`src/rtl/dbgcomm_intc_pkg.sv`:
```
package dbgcomm_intc_pkg;

  localparam int SRC_N = 3;

  localparam logic [7:0] OFS_NORM_BASE = 8'h40;
  localparam logic [7:0] OFS_FAST_BASE = 8'h60;
  localparam logic [7:0] OFS_SOFT_SET  = 8'h50;
  localparam logic [7:0] OFS_SOFT_CLR  = 8'h54;

  typedef enum logic [1:0] {
    CH_STAT  = 2'd0,
    CH_RAW   = 2'd1,
    CH_ENSET = 2'd2,
    CH_ENCLR = 2'd3
  } ch_reg_e;

  function automatic logic [SRC_N-1:0] masked_of(input logic [SRC_N-1:0] raw,
                                                 input logic [SRC_N-1:0] en);
    return raw & en;
  endfunction

  function automatic logic any_active(input logic [SRC_N-1:0] stat);
    return |stat;
  endfunction

endpackage

```
`src/rtl/dbgcomm_intc_sync.sv`:
```
module dbgcomm_intc_sync #(
  parameter int W = 2
) (
  input  logic         clk,
  input  logic         rst_n,
  input  logic [W-1:0] d,
  output logic [W-1:0] q
);

  logic [W-1:0] mid;

  always_ff @(posedge clk) begin
    if (!rst_n) begin
      mid <= '0;
      q   <= '0;
    end else begin
      mid <= d;
      q   <= mid;
    end
  end

  assert_sync_first_R1: assert property (@(posedge clk) disable iff (!rst_n)
    $past(rst_n) |-> (mid == $past(d)));
  assert_sync_second_R1: assert property (@(posedge clk) disable iff (!rst_n)
    $past(rst_n) |-> (q == $past(mid)));

endmodule

```
`src/rtl/dbgcomm_intc_w1reg.sv`:
```
module dbgcomm_intc_w1reg #(
  parameter int W = 3
) (
  input  logic         clk,
  input  logic         rst_n,
  input  logic [W-1:0] set_vec,
  input  logic [W-1:0] clr_vec,
  output logic [W-1:0] q
);

  logic [W-1:0] q_d;
  logic [W-1:0] set_only;

  assign set_only = set_vec & ~clr_vec;

  always_comb begin
    q_d = (q | set_vec) & ~clr_vec;
  end

  always_ff @(posedge clk) begin
    if (!rst_n) q <= '0;
    else        q <= q_d;
  end

  assert_set_takes_R3: assert property (@(posedge clk) disable iff (!rst_n)
    (|set_only) |=> ((q & $past(set_only)) == $past(set_only)));
  assert_clear_wins_R4: assert property (@(posedge clk) disable iff (!rst_n)
    (|clr_vec) |=> ((q & $past(clr_vec)) == '0));
  assert_idle_hold_R3: assert property (@(posedge clk) disable iff (!rst_n)
    (set_vec == '0 && clr_vec == '0) |=> $stable(q));

endmodule

```
`src/rtl/dbgcomm_intc_chan.sv`:
```
module dbgcomm_intc_chan
  import dbgcomm_intc_pkg::*;
(
  input  logic             clk,
  input  logic             rst_n,
  input  logic [SRC_N-1:0] raw,
  input  logic [SRC_N-1:0] set_vec,
  input  logic [SRC_N-1:0] clr_vec,
  output logic [SRC_N-1:0] en_q,
  output logic [SRC_N-1:0] stat,
  output logic             int_o
);

  dbgcomm_intc_w1reg #(.W(SRC_N)) u_mask (
    .clk     (clk),
    .rst_n   (rst_n),
    .set_vec (set_vec),
    .clr_vec (clr_vec),
    .q       (en_q)
  );

  assign stat  = masked_of(raw, en_q);
  assign int_o = any_active(stat);

  assert_stat_needs_en_R2: assert property (@(posedge clk) disable iff (!rst_n)
    (stat & ~en_q) == '0);
  assert_out_needs_mask_R7: assert property (@(posedge clk) disable iff (!rst_n)
    (en_q == '0) |-> !int_o);
  assert_out_needs_src_R7: assert property (@(posedge clk) disable iff (!rst_n)
    (raw == '0) |-> !int_o);

endmodule

```
`src/rtl/dbgcomm_intc.sv`:
```
module dbgcomm_intc
  import dbgcomm_intc_pkg::*;
#(
  parameter int AW = 8,
  parameter int DW = 32
) (
  input  logic          clk,
  input  logic          rst_n,
  input  logic          req_rx,
  input  logic          req_tx,
  input  logic [AW-1:0] bus_addr,
  input  logic          bus_we,
  input  logic [3:0]    bus_be,
  input  logic [DW-1:0] bus_wdata,
  output logic [DW-1:0] bus_rdata,
  output logic          irq_o,
  output logic          fiq_o
);

  localparam int NCH    = 2;
  localparam int HW_SRC = SRC_N - 1;
  localparam logic [AW-1:0] SOFT_SET_A = AW'(OFS_SOFT_SET);
  localparam logic [AW-1:0] SOFT_CLR_A = AW'(OFS_SOFT_CLR);

  // Decoded bus events, brought out for the assertions
  logic                       full_wr;
  logic                       part_wr;
  logic [NCH-1:0]             ch_hit;
  ch_reg_e                    ch_sel;
  logic [NCH-1:0][SRC_N-1:0]  en_set;
  logic [NCH-1:0][SRC_N-1:0]  en_clr;
  logic [NCH-1:0][SRC_N-1:0]  en_q;
  logic [NCH-1:0][SRC_N-1:0]  stat;
  logic [NCH-1:0]             ch_int;
  logic                       soft_set;
  logic                       soft_clr;
  logic                       soft_q;
  logic [HW_SRC-1:0]          hw_sync;
  logic [SRC_N-1:0]           raw_vec;
  logic [DW-1:0]              rd_word;

  assign full_wr  = bus_we && (bus_be == 4'hF);
  assign part_wr  = bus_we && (bus_be != 4'hF);
  assign ch_sel   = ch_reg_e'(bus_addr[3:2]);
  assign soft_set = full_wr && (bus_addr == SOFT_SET_A) && bus_wdata[0];
  assign soft_clr = full_wr && (bus_addr == SOFT_CLR_A) && bus_wdata[0];

  dbgcomm_intc_sync #(.W(HW_SRC)) u_sync (
    .clk   (clk),
    .rst_n (rst_n),
    .d     ({req_tx, req_rx}),
    .q     (hw_sync)
  );

  dbgcomm_intc_w1reg #(.W(1)) u_soft (
    .clk     (clk),
    .rst_n   (rst_n),
    .set_vec (soft_set),
    .clr_vec (soft_clr),
    .q       (soft_q)
  );

  assign raw_vec = {hw_sync, soft_q};

  for (genvar c = 0; c < NCH; c++) begin : g_ch
    localparam logic [AW-1:0] BASE = (c == 0) ? AW'(OFS_NORM_BASE) : AW'(OFS_FAST_BASE);

    assign ch_hit[c] = (bus_addr[AW-1:4] == BASE[AW-1:4]) && (bus_addr[1:0] == 2'b00);
    assign en_set[c] = (full_wr && ch_hit[c] && ch_sel == CH_ENSET) ? bus_wdata[SRC_N-1:0] : '0;
    assign en_clr[c] = (full_wr && ch_hit[c] && ch_sel == CH_ENCLR) ? bus_wdata[SRC_N-1:0] : '0;

    dbgcomm_intc_chan u_chan (
      .clk     (clk),
      .rst_n   (rst_n),
      .raw     (raw_vec),
      .set_vec (en_set[c]),
      .clr_vec (en_clr[c]),
      .en_q    (en_q[c]),
      .stat    (stat[c]),
      .int_o   (ch_int[c])
    );
  end

  // Read mux; clear offsets and unmapped offsets fall through to zero
  always_comb begin
    rd_word = '0;
    for (int c = 0; c < NCH; c++) begin
      if (ch_hit[c]) begin
        case (ch_sel)
          CH_STAT:  rd_word = DW'(stat[c]);
          CH_RAW:   rd_word = DW'(raw_vec);
          CH_ENSET: rd_word = DW'(en_q[c]);
          default:  rd_word = '0;
        endcase
      end
    end
    if (bus_addr == SOFT_SET_A) rd_word = DW'(soft_q);
  end

  assign bus_rdata = rd_word;
  assign irq_o     = ch_int[0];
  assign fiq_o     = ch_int[1];

  assert_partial_write_R6: assert property (@(posedge clk) disable iff (!rst_n)
    part_wr |=> ($stable(soft_q) && $stable(en_q)));
  assert_rd_reserved_R1: assert property (@(posedge clk) disable iff (!rst_n)
    bus_rdata[DW-1:SRC_N] == '0);
  assert_soft_clear_R5: assert property (@(posedge clk) disable iff (!rst_n)
    soft_clr |=> !soft_q);

endmodule

```
`config.mk`:
```
export PLATFORM = sky130hd
export DESIGN_NAME = dbgcomm_intc
export DESIGN_NICKNAME = d
export VERILOG_FILES = /design/src/rtl/dbgcomm_intc_pkg.sv /design/src/rtl/dbgcomm_intc_sync.sv /design/src/rtl/dbgcomm_intc_w1reg.sv /design/src/rtl/dbgcomm_intc_chan.sv /design/src/rtl/dbgcomm_intc.sv
export SDC_FILE = /design/constraint.sdc
export NUM_CORES = 1
export LEC_CHECK = 0
export BUFFER_PORTS_ARGS = -buffer_cell sky130_fd_sc_hd__buf_4
export CORE_ASPECT_RATIO = 1.4
export CORE_MARGIN = 4
export CORE_UTILIZATION = 36
export CTS_CLUSTER_SIZE = 12
export DETAILED_ROUTE_END_ITERATION = 8
export PLACE_DENSITY = 0.8
export RECOVER_POWER = 25
export SYNTH_ARGS = -nofsm -noshare
export SYNTH_HDL_FRONTEND = slang
export SYNTH_SLANG_ARGS = --single-unit
```
`constraint.sdc`:
```
create_clock -name clk -period 1.6 [get_ports clk]
set_clock_uncertainty 0.05 [all_clocks]
set_input_delay 0.32 -clock clk [delete_from_list [all_inputs] [get_ports clk]]
set_output_delay 0.32 -clock clk [all_outputs]
set_load 0.01 [all_outputs]
```
; Word level (Yosys, flattened, before mapping)
; Index checks and enable logic that the tools add are counted.
[word_totals]
register_bits = 11
word_cells = 50
[op_classes]
mux = 9
eq_ne = 8
n_reduce_logical = 17
n_bitwise = 11
[ops]
columns = cell, count
row1 = $mux W32, 2
row2 = $pmux W3 S3, 2
row3 = $eq A8 B7 Y1 const B, 2
row4 = $mux W3, 5
row5 = $logic_and A1 B1 Y1, 13
row6 = $and A3 B3 Y3, 4
row7 = $eq A4 B3 Y1 const B, 2
row8 = $not A3 Y3, 2
row9 = $or A3 B3 Y3, 2
row10 = $reduce_or A3 Y1, 2
row11 = $eq A2 B2 Y1 const B, 2
row12 = $eq A4 B4 Y1 const B, 1
row13 = $logic_not A2 Y1, 2
row14 = $eq A2 B1 Y1 const B, 1
row15 = $and A1 B1 Y1, 1
row16 = $not A1 Y1, 1
row17 = $or A1 B1 Y1, 1

; Depth between registers and ports, before layout
[logic_depth]
word_depth = 7
ltp_mapped = 4
ltp_nobuf = 3

; Cells and area by module
; From an unflattened synthesis, not the netlist that was laid out.
[unflattened]
hier_cells = 127
hier_area_um2 = 1064.8
[modules_own_cells]
columns = module, n_inst, seq_area_each_um2, cells_per_inst, area_per_inst_um2
row1 = dbgcomm_intc, 1, 0.0, 88, 638.1
row2 = dbgcomm_intc_w1reg at g_ch[0].u_chan.u_mask ..., 2, 60.1, 9, 108.9
row3 = dbgcomm_intc_sync, 1, 80.1, 8, 105.1
row4 = dbgcomm_intc_chan, 2, 0.0, 5, 33.8
row5 = dbgcomm_intc_w1reg at u_soft, 1, 20.0, 3, 36.3

; Worst setup path after synthesis
; Ideal clock, no wire load.
[synth_path]
path_type = in2out
start = input bus_addr[7]
end = output bus_rdata[1]
path_buffers = 0
t_arrival_ns = 1.047
path_stages = 3
t_required_ns = 1.230
slack_ns = 0.183
path_cell_list = nor4b_4 > nand2_1 > nor2_1
[synth_between]
elab_chain_cells = 5
[synth_lines]
columns = element, line_no
row1 = "start, declared", dbgcomm_intc.sv:11  ; input logic [AW-1:0] bus_addr,
row2 = $eq A4 B3 Y1, dbgcomm_intc.sv:68  ; assign ch_hit[c] = (bus_addr[AW-1:4] == BASE[AW-1:4]) && (bus_addr[1:0] == 2'b00);
row3 = $logic_and A1 B1 Y1, dbgcomm_intc.sv:68
row4 = $mux W3, dbgcomm_intc.sv:88  ; if (ch_hit[c]) begin
row5 = $mux W32, dbgcomm_intc.sv:88
row6 = $mux W32 (*), dbgcomm_intc.sv:97  ; if (bus_addr == SOFT_SET_A) rd_word = DW'(soft_q);
row7 = "end, declared", dbgcomm_intc.sv:15  ; output logic [DW-1:0] bus_rdata,
; Mark *: on every way between the ends. The rest lies on a longest branch, timed or not.

; Worst setup path in the final report
[layout_path]
start = input bus_addr[2]
end = output bus_rdata[0]
[layout_between]
elab_chain_cells = 5
[layout_lines]
columns = element, line_no
row1 = $eq A2 B2 Y1 (tied with other cells), dbgcomm_intc.sv:89  ; case (ch_sel)
row2 = $pmux W3 S3, dbgcomm_intc.sv:89
row3 = $mux W3, dbgcomm_intc.sv:88
row4 = $mux W32, dbgcomm_intc.sv:88
row5 = $mux W32 (*), dbgcomm_intc.sv:97
; Marks and branches as above.

==> summary.md <==
| Metric | Value |
|---|---|
| Pre-antenna DRT Iters | `5` |
| FMAX | `627 MHz` |
| Largest net degree at the start of global routing | `13` |
| Routability Congestion | `0.747` |
| Top Layer Used | `met4` |
| Ys Warns | `0` |
| Clock transition at path regs | `0.06 ns` |
| Wirelength, routed | `1.82 mm` |
| Placed cell count | `144` |
| Initial Util | `38.7%` |
| Cells after Synth | `99` |
| Via Count | `712` |
| Post-Route M1 WL | `638 um` |
| Hold Fails Final Rpt | `0` |
| Syn-to-layout area delta | `18.7%` |
| Gr usage total | `10.7%` |
| Ant diodes | `0` |
| Peak supply drop | `0.400 mV` |
| Synthesized area per cell | `8.71 sq um` |
| CTS Buf Count | `3` |
| Detail-routed via count per cell | `4.78` |
| First-pass GRT wire length | `2.79 mm` |
| WL met3 | `166 um` |
| Switching Fraction | `27.0%` |
| Hold depth | `2` |
| Setup violations, final | `0` |
| Int Pwr | `0.000429 W` |
| Metal2 WL | `990 um` |
| Setup_tns | `0 ns` |
| Worst R2R Setup Slack | `0.90 ns` |
| CTS tree | `yes` |
| Filler cells | `234` |
| Initial antenna violation count | `0` |
| Tmin final | `1.59 ns` |
| Slew Limit Fails | `0` |
| Ports | `83` |
| Crit path kind | `primary input to output port` |
| Congestion Overflow GR | `0` |
| Critical path startpoint category | `primary input` |
| Hpwl dp | `1.48 mm` |
| FP Rows | `20` |
| Reg2Reg Launch Point | `g_ch[1].u_chan.u_mask.q[2]` |
| Worst skew pair latency | `0.26 ns` |
| Clock Power Share | `31.2%` |
| # DRC | `0` |
| Critical Path Fanout Max | `2` |
| Tcrit/Tclk final | `99.6%` |
| RSZ-0062 raised after global routing | `true` |
| Comb pwr share | `21.1%` |
| Iter 0 DRT Violations | `20` |
| CTS Buffer Depth | `2` |
| Vert. Die Dim | `65.9 um` |
| Pwr dens | `575 nW/um^2` |
| Reg2reg end | `g_ch[1].u_chan.u_mask.q[2]` |
| DIE AREA | `3250 sq um` |
| Final ANT Viol Nets | `0` |
| Hold Path Sink | `u_sync.mid[0]` |
| Clk root buf | `clkbuf_4` |
| Share of total power in sequential cells | `47.7%` |
| Data required, critical path | `1.23 ns` |
| Wirelength per Cell | `12.2 um` |
| Post-synth design cell area | `862 sq um` |
| Core Area | `2230 sq um` |
| I/O Buffers | `24` |
| Finished Layout Cells | `149` |
| Synth unique cells | `23` |
| Net total in the final layout | `177` |
| CP Capture Type | `output port` |
| Hold buffer count at cts | `0` |
| HP Class | `primary input to flop` |
| Max cap viols | `0` |
| Layout cells sized above 1 | `33.1%` |
| P_sw | `0.000159 W` |
| Die width | `49.4 um` |
| Worst Reg2Reg Path Length in Cells | `2` |
| Worst EP arrival | `1.22 ns` |
| HP Start | `req_rx` |
| Leak Pwr | `0.541 nW` |
| Sequential share of the synthesized area | `25.5%` |
| Vias in the first global route | `631` |
| FF+latch count, synth | `11` |
| Total clock sinks | `11` |
| Outcome | `finished, final reports clean` |
| # H-tree levels | `1` |
==> stage by stage <==
step / util (%) / setup WS [ns] / power [W] / hold slack [ns] / cell area (sq um)
finish: 46.0 / 0.00617 / 0.000588 / 0.219 / 1020
global placement: 43.7 / -0.00452 / 0.000403 / 0.367 / 973
CTS: 44.9 / 0.000278 / 0.000591 / 0.205 / 1000
global route: 46.0 / -0.0200 / 0.000622 / 0.207 / 1020
floorplan: - / 0.183 / 0.000404 / 0.362 / 967
detailed placement: 43.7 / -0.0146 / 0.000406 / 0.373 / 973
==> worst max-delay path by stage <==
| stage | startpoint | end | slack, ns | depth (start not counted) |
|---|---|---|---|---|
| floorplan | bus_addr[7] | bus_rdata[1] | 0.18 | 3 |
| global placement | bus_addr[2] | bus_rdata[0] | -0.005 | 5 |
| detailed placement | bus_addr[2] | bus_rdata[0] | -0.01 | 5 |
| CTS | bus_addr[2] | bus_rdata[0] | 0.0003 | 5 |
| global route | bus_addr[2] | bus_rdata[0] | -0.02 | 5 |
| finish | bus_addr[2] | bus_rdata[0] | 0.006 | 5 |
==> per-layer routing <==
metal | GRT usage [%] | vias up
met5 | 0 | -
met4 | 3.20 | 0
met3 | 4.06 | 4
met2 | 19.8 | 38
met1 | 10.9 | 320
li1 | - | 350
==> layout by cell type, fill, tap and decap left out <==
cell type,instances
inv_1,2
o221a_2,1
a222oi_1,2
conb_1,29
nand4_1,7
clkbuf_4,3
nand2_1,8
mux2_2,2
buf_4,27
and4_1,1
nor4bb_1,4
clkbuf_1,2
mux2i_1,8
o22ai_1,1
nand2b_1,2
and4b_1,3
or3b_1,1
and2_1,3
buf_6,2
and2_0,1
nor3_1,1
dfxtp_2,5
nor4b_4,1
o22ai_2,1
dfxtp_1,6
a21oi_1,2
nor2_1,2
==> layout make-up <==
cell class | instances | area (sq um) | area share [%]
clock buffers | 4 | 26.3 | 2.57
well taps | 22 | 27.5 | 2.69
repair buffers | 30 | 229 | 22.4
inverters | 2 | 7.51 | 0.733
multi-input cells | 80 | 507 | 49.5
flip-flops and latches | 11 | 226 | 22.1
==> synth_stat cells, drive strengths merged <==
master,instances,share of area (%)
a222oi,2,2.3
and4b,3,3.5
buf,31,26
o22ai,2,1.5
nor3,1,0.58
mux2,2,2.6
conb,1,0.43
inv,2,0.87
nor2,2,0.87
o221a,1,1.3
nor4b,1,2.8
nand4,7,5.1
dfxtp,11,26
or3b,1,1.0
mux2i,8,9.3
nor4bb,4,4.6
nand2,8,3.5
and4,1,1.0
and2,4,2.9
a21oi,2,1.2
clkbuf,3,1.3
nand2b,2,1.5
==> repair_timing <==
action,4_1_cts,5_1_grt
setup buffers,0,1
resized for setup,0,8
cloned,0,0
endpoints found under the setup margin,1,4
pin swaps,1,5
==> power groups by stage <==
stage	Clock [W]	Sequential [W]	Combinational, W
after floorplan	0	0.000286	0.000118
after global placement	0	0.000286	0.000117
after detailed placement	0	0.000287	0.000120
after CTS	0.000191	0.000280	0.000120
after global routing	0.000205	0.000281	0.000137
final	0.000183	0.000280	0.000124
==> worst max-delay path: stages <==
cell and delay [ns]:
buf_4 0.11, or3b_1 0.36, a21oi_1 0.13, o221a_2 0.19, buf_4 0.11
==> cells by family after synthesis <==
group | count (synthesis) | share of synthesized area, %
buffers and inverters | 36 | 28.6
other | 1 | 0.435
AND/OR/NAND/NOR | 34 | 27.3
multiplexers | 10 | 11.9
flip-flops | 11 | 25.5
AO/OA/AOI/OAI | 7 | 6.24
==> flip-flops by register name, summed over array words and instances (netlist names) <==
signal / cells
u_soft.q: 1
u_sync.mid: 2
u_sync.q: 2
g_ch.u_chan.u_mask.q: 6
Power figures use the tool's default switching activity.
